<file path="src/rtl/serial_ctrl_regs_pkg.sv">
package serial_ctrl_regs_pkg;

  // Status bit positions (shared with the control-word enable bits)
  localparam int unsigned ST_RXFULL_BIT = 5;
  localparam int unsigned ST_TXDONE_BIT = 6;
  localparam int unsigned ST_TXEMPTY_BIT = 7;

  // Control word 1 gating bits
  localparam int unsigned C1_RXEN_BIT = 2;
  localparam int unsigned C1_PORTEN_BIT = 13;

  localparam int unsigned ST_RESET_VAL = 32'h0000_00C0;

  // Byte offsets inside the window
  localparam int unsigned OFF_STATUS = 'h00;
  localparam int unsigned OFF_DATA = 'h04;
  localparam int unsigned OFF_BAUD = 'h08;
  localparam int unsigned OFF_CTL1 = 'h0C;
  localparam int unsigned OFF_CTL2 = 'h10;
  localparam int unsigned OFF_CTL3 = 'h14;
  localparam int unsigned OFF_GUARD = 'h18;

  // Index of each stored configuration word
  typedef enum logic [2:0] {
    CFG_BAUD = 3'd0,
    CFG_CTL1 = 3'd1,
    CFG_CTL2 = 3'd2,
    CFG_CTL3 = 3'd3,
    CFG_GUARD = 3'd4
  } cfg_idx_e;

  localparam int unsigned NUM_CFG = 5;

endpackage

</file>
<file path="src/rtl/ser_cfg_bank.sv">
module ser_cfg_bank
  import serial_ctrl_regs_pkg::*;
#(
  parameter int unsigned DATA_W = 32
) (
  input  logic                            clk,
  input  logic                            rst_n,
  input  logic [NUM_CFG-1:0]              cfg_we,
  input  logic [DATA_W-1:0]               wdata,
  output logic [NUM_CFG-1:0][DATA_W-1:0]  cfg_q
);

  for (genvar gi = 0; gi < NUM_CFG; gi++) begin : g_word
    logic [DATA_W-1:0] word_d;

    always_comb begin
      word_d = cfg_q[gi];
      if (cfg_we[gi]) word_d = wdata;
    end

    always_ff @(posedge clk or negedge rst_n) begin
      if (!rst_n) begin
        cfg_q[gi] <= '0;
      end else if (cfg_we[gi]) begin
        cfg_q[gi] <= word_d;
      end
    end

    assert_cfg_hold_R9 : assert property (@(posedge clk) disable iff (!rst_n)
      !cfg_we[gi] |=> $stable(cfg_q[gi]));
  end

endmodule

</file>
<file path="src/rtl/ser_status_unit.sv">
module ser_status_unit
  import serial_ctrl_regs_pkg::*;
#(
  parameter int unsigned DATA_W   = 32,
  parameter int unsigned SR_W     = 10,
  parameter int unsigned BYTE_W   = 8,
  parameter int unsigned TX_LIMIT = 32'h0000_F000
) (
  input  logic              clk,
  input  logic              rst_n,
  input  logic              sr_we,
  input  logic              dr_we,
  input  logic              dr_pop,
  input  logic [DATA_W-1:0] wdata,
  input  logic              port_en,
  input  logic              rx_en,
  input  logic              rx_valid,
  input  logic [BYTE_W-1:0] rx_data,
  output logic              rx_ready,
  output logic [SR_W-1:0]   sr_q,
  output logic [BYTE_W-1:0] dr_q,
  output logic              tx_valid,
  output logic [BYTE_W-1:0] tx_data
);

  localparam logic [DATA_W-1:0] REPLACE_MAX = DATA_W'((2 ** SR_W) - 1);
  localparam logic [DATA_W-1:0] TX_LIM_W    = DATA_W'(TX_LIMIT);
  localparam logic [SR_W-1:0]   SR_RST      = SR_W'(ST_RESET_VAL);

  logic              rx_take;
  logic              rx_load;
  logic              sr_small;
  logic              tx_fire;
  logic [SR_W-1:0]   sr_d;
  logic [BYTE_W-1:0] dr_d;
  logic [BYTE_W-1:0] tx_data_d;
  logic              sr_en;

  assign rx_ready = ~sr_q[ST_RXFULL_BIT];
  assign rx_take  = rx_valid & rx_ready;
  assign rx_load  = rx_take & port_en & rx_en;
  assign sr_small = (wdata <= REPLACE_MAX);
  assign tx_fire  = dr_we & (wdata < TX_LIM_W);

  always_comb begin
    sr_d = sr_q;
    if (sr_we) begin
      if (sr_small) begin
        sr_d = wdata[SR_W-1:0];
        sr_d[ST_TXEMPTY_BIT] = 1'b1;
      end else begin
        sr_d = sr_q & wdata[SR_W-1:0];
      end
    end
    if (dr_pop)  sr_d[ST_RXFULL_BIT] = 1'b0;
    if (tx_fire) sr_d[ST_TXDONE_BIT] = 1'b1;
    if (rx_load) sr_d[ST_RXFULL_BIT] = 1'b1;
  end

  assign sr_en     = sr_we | dr_pop | tx_fire | rx_load;
  assign dr_d      = rx_load ? rx_data : dr_q;
  assign tx_data_d = tx_fire ? wdata[BYTE_W-1:0] : tx_data;

  always_ff @(posedge clk or negedge rst_n) begin
    if (!rst_n) begin
      sr_q <= SR_RST;
    end else if (sr_en) begin
      sr_q <= sr_d;
    end
  end

  always_ff @(posedge clk or negedge rst_n) begin
    if (!rst_n) begin
      dr_q <= '0;
    end else if (rx_load) begin
      dr_q <= dr_d;
    end
  end

  always_ff @(posedge clk or negedge rst_n) begin
    if (!rst_n) begin
      tx_valid <= 1'b0;
      tx_data  <= '0;
    end else begin
      tx_valid <= tx_fire;
      if (tx_fire) tx_data <= tx_data_d;
    end
  end

  assert_drop_keeps_data_R2 : assert property (@(posedge clk) disable iff (!rst_n)
    (rx_valid && rx_ready && !(port_en && rx_en)) |=> $stable(dr_q));

  assert_accept_sets_full_R3 : assert property (@(posedge clk) disable iff (!rst_n)
    (rx_valid && rx_ready && port_en && rx_en) |=> (sr_q[ST_RXFULL_BIT] && !rx_ready));

  assert_pop_clears_full_R4 : assert property (@(posedge clk) disable iff (!rst_n)
    (dr_pop && !(rx_valid && rx_ready) && !sr_we) |=> !sr_q[ST_RXFULL_BIT]);

  assert_small_write_txempty_R5 : assert property (@(posedge clk) disable iff (!rst_n)
    (sr_we && (wdata <= REPLACE_MAX)) |=> sr_q[ST_TXEMPTY_BIT]);

  assert_tx_pulse_R7 : assert property (@(posedge clk) disable iff (!rst_n)
    (dr_we && (wdata < TX_LIM_W)) |=> (tx_valid && sr_q[ST_TXDONE_BIT]));

  assert_tx_big_ignored_R8 : assert property (@(posedge clk) disable iff (!rst_n)
    (dr_we && !(wdata < TX_LIM_W)) |=> !tx_valid);

endmodule

</file>
<file path="src/rtl/ser_irq_gen.sv">
module ser_irq_gen
  import serial_ctrl_regs_pkg::*;
#(
  parameter int unsigned SR_W = 10
) (
  input  logic [SR_W-1:0] sr_q,
  input  logic [SR_W-1:0] ctl_en,
  output logic            irq
);

  localparam logic [SR_W-1:0] SRC_MASK =
      (SR_W'(1) << ST_RXFULL_BIT) | (SR_W'(1) << ST_TXDONE_BIT) | (SR_W'(1) << ST_TXEMPTY_BIT);

  assign irq = |(sr_q & ctl_en & SRC_MASK);

endmodule

</file>
<file path="src/rtl/serial_ctrl_regs.sv">
module serial_ctrl_regs
  import serial_ctrl_regs_pkg::*;
#(
  parameter int unsigned ADDR_W    = 10,
  parameter int unsigned DATA_W    = 32,
  parameter int unsigned SR_W      = 10,
  parameter int unsigned BYTE_W    = 8,
  parameter int unsigned RD_KEEP_W = 10,
  parameter int unsigned TX_LIMIT  = 32'h0000_F000
) (
  input  logic              clk,
  input  logic              rst_n,
  input  logic [ADDR_W-1:0] bus_addr,
  input  logic              bus_we,
  input  logic              bus_re,
  input  logic [DATA_W-1:0] bus_wdata,
  output logic [DATA_W-1:0] bus_rdata,
  input  logic              rx_valid,
  input  logic [BYTE_W-1:0] rx_data,
  output logic              rx_ready,
  output logic              tx_valid,
  output logic [BYTE_W-1:0] tx_data,
  output logic              irq
);

  localparam logic [DATA_W-1:0] RD_MASK = DATA_W'((64'd1 << RD_KEEP_W) - 64'd1);

  logic                           hit_sr, hit_dr;
  logic [NUM_CFG-1:0]             cfg_hit;
  logic [NUM_CFG-1:0]             cfg_we;
  logic [NUM_CFG-1:0][DATA_W-1:0] cfg_q;
  logic [SR_W-1:0]                sr_q;
  logic [BYTE_W-1:0]              dr_q;
  logic [DATA_W-1:0]              ctl1;

  assign hit_sr = (bus_addr == ADDR_W'(OFF_STATUS));
  assign hit_dr = (bus_addr == ADDR_W'(OFF_DATA));

  assign cfg_hit[CFG_BAUD]  = (bus_addr == ADDR_W'(OFF_BAUD));
  assign cfg_hit[CFG_CTL1]  = (bus_addr == ADDR_W'(OFF_CTL1));
  assign cfg_hit[CFG_CTL2]  = (bus_addr == ADDR_W'(OFF_CTL2));
  assign cfg_hit[CFG_CTL3]  = (bus_addr == ADDR_W'(OFF_CTL3));
  assign cfg_hit[CFG_GUARD] = (bus_addr == ADDR_W'(OFF_GUARD));
  assign cfg_we = cfg_hit & {NUM_CFG{bus_we}};
  assign ctl1   = cfg_q[CFG_CTL1];

  ser_cfg_bank #(.DATA_W(DATA_W)) u_cfg (
    .clk    (clk),
    .rst_n  (rst_n),
    .cfg_we (cfg_we),
    .wdata  (bus_wdata),
    .cfg_q  (cfg_q)
  );

  ser_status_unit #(
    .DATA_W   (DATA_W),
    .SR_W     (SR_W),
    .BYTE_W   (BYTE_W),
    .TX_LIMIT (TX_LIMIT)
  ) u_status (
    .clk      (clk),
    .rst_n    (rst_n),
    .sr_we    (bus_we & hit_sr),
    .dr_we    (bus_we & hit_dr),
    .dr_pop   (bus_re & hit_dr),
    .wdata    (bus_wdata),
    .port_en  (ctl1[C1_PORTEN_BIT]),
    .rx_en    (ctl1[C1_RXEN_BIT]),
    .rx_valid (rx_valid),
    .rx_data  (rx_data),
    .rx_ready (rx_ready),
    .sr_q     (sr_q),
    .dr_q     (dr_q),
    .tx_valid (tx_valid),
    .tx_data  (tx_data)
  );

  ser_irq_gen #(.SR_W(SR_W)) u_irq (
    .sr_q   (sr_q),
    .ctl_en (ctl1[SR_W-1:0]),
    .irq    (irq)
  );

  always_comb begin
    bus_rdata = '0;
    if (hit_sr) bus_rdata = DATA_W'(sr_q);
    if (hit_dr) bus_rdata = DATA_W'(dr_q) & RD_MASK;
    for (int k = 0; k < NUM_CFG; k++) begin
      if (cfg_hit[k]) bus_rdata = cfg_q[k];
    end
  end

  assert_irq_quiet_R1 : assert property (@(posedge clk) disable iff (!rst_n)
    (ctl1[ST_RXFULL_BIT] == 1'b0 && ctl1[ST_TXDONE_BIT] == 1'b0 &&
     ctl1[ST_TXEMPTY_BIT] == 1'b0) |-> !irq);

  assert_unmapped_read_zero_R11 : assert property (@(posedge clk) disable iff (!rst_n)
    (!hit_sr && !hit_dr && cfg_hit == '0) |-> (bus_rdata == '0));

endmodule

</file>
<file path="config.mk">
export PLATFORM = sky130hd
export DESIGN_NAME = serial_ctrl_regs
export DESIGN_NICKNAME = d
export VERILOG_FILES = /design/src/rtl/serial_ctrl_regs_pkg.sv /design/src/rtl/ser_cfg_bank.sv /design/src/rtl/ser_status_unit.sv /design/src/rtl/ser_irq_gen.sv /design/src/rtl/serial_ctrl_regs.sv
export SDC_FILE = /design/constraint.sdc
export NUM_CORES = 1
export LEC_CHECK = 0
export ABC_AREA = 1
export CELL_PAD_IN_SITES_DETAIL_PLACEMENT = 0
export CELL_PAD_IN_SITES_GLOBAL_PLACEMENT = 1
export CORE_MARGIN = 4
export CORE_UTILIZATION = 43
export DETAILED_ROUTE_END_ITERATION = 16
export DONT_BUFFER_PORTS = 1
export PLACE_DENSITY = 0.75
export SYNTH_ARGS = -nofsm -noshare
export SYNTH_HDL_FRONTEND = slang
export SYNTH_SLANG_ARGS = --single-unit
export TNS_END_PERCENT = 5
</file>
<file path="constraint.sdc">
create_clock -name clk -period 1.16 [get_ports clk]
set_clock_uncertainty 0.05 [all_clocks]
set_input_delay 0.058 -clock clk [delete_from_list [all_inputs] [get_ports clk]]
set_output_delay 0.058 -clock clk [all_outputs]
set_load 0.05 [all_outputs]
</file>
==> results.md <==
- The number of top-level pins is between 90 and 100.
- The kind of cell with the highest combined delay along the critical path is buffers and inverters.
- The count of input and output buffers is 0.
- Together, buffers and inverters on the worst path number 4.
- The relative slew slack is between 70% and 80%.
- The net count of the finished layout is between 1000 and 1500.
- The synthesized netlist devotes 0% of its cell area to XOR and XNOR gates.
- The max capacitance violation total is 0.
- The critical path start-end classification is flip-flop to primary output.
- The initial antenna violation count is 0.
- The synthesized netlist devotes 0% of its cell area to adder and majority cells.
- Setup violations remaining at the end of the flow were counted as 42.
- The data arrival time of the critical path is 1.54 ns.
- The clock edge transition at the registers on the reported setup and hold paths is 0.07 ns.
- Dividing the detail-routed wire length by the instance count gives 16.1 um.
- The largest stage delay on the critical path is roughly 0.36 ns.
- After layout, the design draws a total of between 10 and 15 mW.
- At the end of routability-driven placement, the weighted congestion stood at roughly 0.79.
- After clock tree synthesis, the flow added hold-fix buffers numbering 43.
- The multi-input gate area in the final layout is 3380 um^2.
- The yosys synthesis warning count is 0.
- The final instance count without filler cells is 1381.
- Counting every net in the synthesized netlist gives between 1000 and 1500.
- The maximum level of the CTS H-tree is 4.
- The DRC marker count from the first detailed-route iteration is slightly above 400.
- Across all hold checks on the routed design, the worst slack comes to -0.730 ns.
- TritonCTS built the clock tree.
- The core region is about 19000 um^2.
- The initial standard-cell utilization of the core is between 40 and 50%.
- By area the synthesized netlist is led by sky130_fd_sc_hd__dfrtp_1 55%, sky130_fd_sc_hd__nand2_1 15%, sky130_fd_sc_hd__o21ai_0 5.9%, sky130_fd_sc_hd__o21ai_1 4.0%, sky130_fd_sc_hd__inv_1 2.7%.
- The antenna diode count is 0.
- Detailed routing inserted a total of 6930 vias.
- The maximum vdd ir drop is between 900 and 1000 uV.
- The number of iterations in the first detailed-routing pass is 5.
- The type of the worst min-delay path is input pin to async pin.
- The cell area that synthesis handed to floorplanning was 8410 um^2.
- After layout, the worst path uses 142% of the clock period.
- The share of final-layout standard cells stronger than drive strength 1 is approximately 22%.
- Synthesis inferred around 190 register bits.
- The maximum fanout count along the critical path is 2.
- For the pin with the worst max-slew slack, the measured transition is roughly 0.43 ns.
- The run finished, with violations left.
- The most prevalent standard cell on the critical path is sky130_fd_sc_hd__buf_4.
- Counting instances in the post-synthesis netlist gives the leading cell types as 325 x sky130_fd_sc_hd__nand2_1, 185 x sky130_fd_sc_hd__dfrtp_1, 99 x sky130_fd_sc_hd__o21ai_0.
- The DRC violations left is 0.
- The floorplan has 50 rows.
- After global routing the overflow that remains totals 0.
- The number of global-route vias before repair is between 7000 and 8000.
- The largest family of logic cells by synthesized area is simple AND/OR/NAND/NOR gates.
- The buffer levels on the longest clock path is 2.
- Once routing completed, OpenROAD measured the worst setup slack at -0.489 ns.
- The final hold violation count is 187.
- Measured along the x axis, the die boundary spans ~150 um.
- The highest clock rate is slightly above 600 MHz.
- In the synthesized netlist, mux cells make up around 1.1% of the area.
- For the worst-skew pair, the clock arrives at the later sink with an insertion delay of between 0.4 and 0.5 ns.
- The count of distinct cell types in the synthesized netlist is 37.
- Setup repair after global routing could not meet its margin everywhere.
- The largest net degree at the start of global routing is 188.
- Summed over all cells, the static leakage comes to approximately 5.4 nW.
- The wire length of the first global-routing pass is between 30 and 40 mm.
- The clock sink count is between 150 and 200.
- The overall track demand over capacity in global routing is between 20% and 30%.
- The share of synthesized area in the top cell type comes to between 50% and 60%.
- The reg-to-reg setup timing slack is -0.19 ns.
- Summing the areas of all compound-gate instances in the mapped netlist gives 13.9% of the synthesized area.
- The slowest stage cell on the critical path is sky130_fd_sc_hd__dfrtp_1.
- The shortest clock period the worst path allows after layout is about 1.6 ns.
- STA classifies the critical path startpoint as a flip-flop.
- In the post-synthesis netlist, the cell with the most instances is sky130_fd_sc_hd__nand2_1.
- The depth of the worst register-to-register path is 5.
- In this run the power density over the cells is approximately 1100 nW/um^2.
- The routed wire length is between 20 and 25 mm.
- The half-perimeter wire length after placement is about 15 mm.
- For this run, the leading register cell type out of synthesis is sky130_fd_sc_hd__dfrtp_1.
- The synthesized design spends more area on one cell type than any other, namely sky130_fd_sc_hd__dfrtp_1.
- In this run, CTS created clock tree buffers numbering 17.
- The average instance area after synthesis is a little under 9 um^2.
- In the routed layout, each cell is associated on average with a via count of about 5.0.
- Across the whole layout, storage elements account for 4680 um^2.
- The count of nets left with antenna violations once routing finished came out at 0.
- The number of placed instances, taps included, is approximately 1300.
- Of all flip-flops after synthesis, the portion carrying an async set or reset was 100%.
- The number of standard cells after synthesis is around 970.
- The tree is rooted in a sky130_fd_sc_hd__clkbuf_16.
- The setup total negative slack is -13.08 ns.
- The critical path goes through inv_2 -> buf_6 -> buf_4 -> o211ai_1 -> buf_4.
- In this run the critical register-to-register path is launched from u_status.sr_q[5].
- The share of the yosys chip area belonging to registers is 55.7%.
- The final max-slew violation count is 0.
- The full die area is between 20000 and 25000 um^2.
- The minimum setup slack after placement is -0.399 ns.
- The area growth from synthesis to layout is 32.9%.
- In this run the vertical extent of the chip is 148 um.
- After Yosys synthesis, and, or, nand and nor cells account for a little under a quarter of the synthesized area.
- STA classifies the critical path endpoint as a primary output.
- The worst register-to-register path ends at u_status.dr_q[1].
- The number of synthesized flops with an enable pin is 0.
- At the worst endpoint, the required time is 1.05 ns.
- The final reports fail on negative hold slack, negative setup slack.
- The fill cell instance count of the final layout is around 1700.
==> logic make-up (layout without fill, tap and decap cells) <==
group | count (synthesis) | after routing
buf+inv | 113 | 265
simple gates | 449 | 449
mux | 8 | 8
flops | 187 | 187
compound gates | 212 | 212
==> worst max path at each step <==
stage               cells past startpoint          endpoint        startpoint
global placement                        7     bus_rdata[28]       bus_addr[7]
finish                                  5               irq  u_status.sr_q[5]
CTS                                     9      bus_rdata[8]    u_cfg.cfg_q[8]
floorplan                               3  u_status.dr_q[0]  u_status.sr_q[5]
global route                            9      bus_rdata[8]    u_cfg.cfg_q[8]
detailed placement                      7     bus_rdata[28]       bus_addr[7]
==> cells in the final DEF, fill, tap and decap left out, types with 10 or more instances in the layout <==
cell / n
sky130_fd_sc_hd__o21ai_2: 10
sky130_fd_sc_hd__nand2_1: 323
sky130_fd_sc_hd__dlygate4sd3_1: 42
sky130_fd_sc_hd__o21ai_0: 98
sky130_fd_sc_hd__a21oi_1: 11
sky130_fd_sc_hd__nand3_1: 35
sky130_fd_sc_hd__clkbuf_16: 17
sky130_fd_sc_hd__buf_4: 69
sky130_fd_sc_hd__buf_12: 47
sky130_fd_sc_hd__nand3_2: 10
sky130_fd_sc_hd__dfrtp_1: 184
sky130_fd_sc_hd__inv_1: 58
sky130_fd_sc_hd__nand4_1: 14
sky130_fd_sc_hd__nor2_1: 32
sky130_fd_sc_hd__o21ai_1: 66
==> metal layers <==
metal,up-vias,track usage [%],part of all wire (%)
met4,0,4.16,1.2
met1,3324,28.0,45
met2,131,36.2,50
li1,3453,-,-
met5,-,0,0
met3,22,4.54,3.6
==> sequential cells by signal (all words and copies together) (netlist names) <==
signal,count
u_cfg.cfg_q,160
u_status.sr_q,10
u_status.dr_q,8
u_status.tx_data,8
u_status.tx_valid,1
==> power by group <==
group          switching [mW]  internal, mW
clock                    2.71          2.82
combinational           0.256         0.225
sequential             0.0442          6.60
==> layout make-up <==
class	count	share of cell area, %
repair buffers	165	17.5
clock buffers	17	3.81
inverters	68	2.36
flip-flops and latches	187	41.9
well taps	260	2.91
multi-input cells	669	30.3
clock inverters	15	1.18
==> stage by stage <==
| stage | utilization, % | area (um^2) |
|---|---|---|
| after floorplan | - | 8460 |
| after detailed placement | 52.9 | 10000 |
| after global routing | 58.9 | 11200 |
| final | 58.9 | 11200 |
| after global placement | 52.9 | 10000 |
| after CTS | 58.5 | 11100 |
==> repair_timing <==
item / 4_1_cts / 5_1_grt
setup endpoints to repair: 43 / 85
hold endpoints to repair: 373 / 187
setup buffers: 5 / 0
gates resized for setup: 13 / 19
pin swaps: 5 / 7
==> worst reg2reg max path, cell delays in order, from the launching register on <==
cell and delay [ns]:
sky130_fd_sc_hd__dfrtp_1 0.39, sky130_fd_sc_hd__inv_2 0.08, sky130_fd_sc_hd__buf_6 0.10, sky130_fd_sc_hd__nand4_1 0.16, sky130_fd_sc_hd__buf_12 0.21, sky130_fd_sc_hd__mux2_2 0.26
Note: power is estimated with default switching activity, not from simulation.
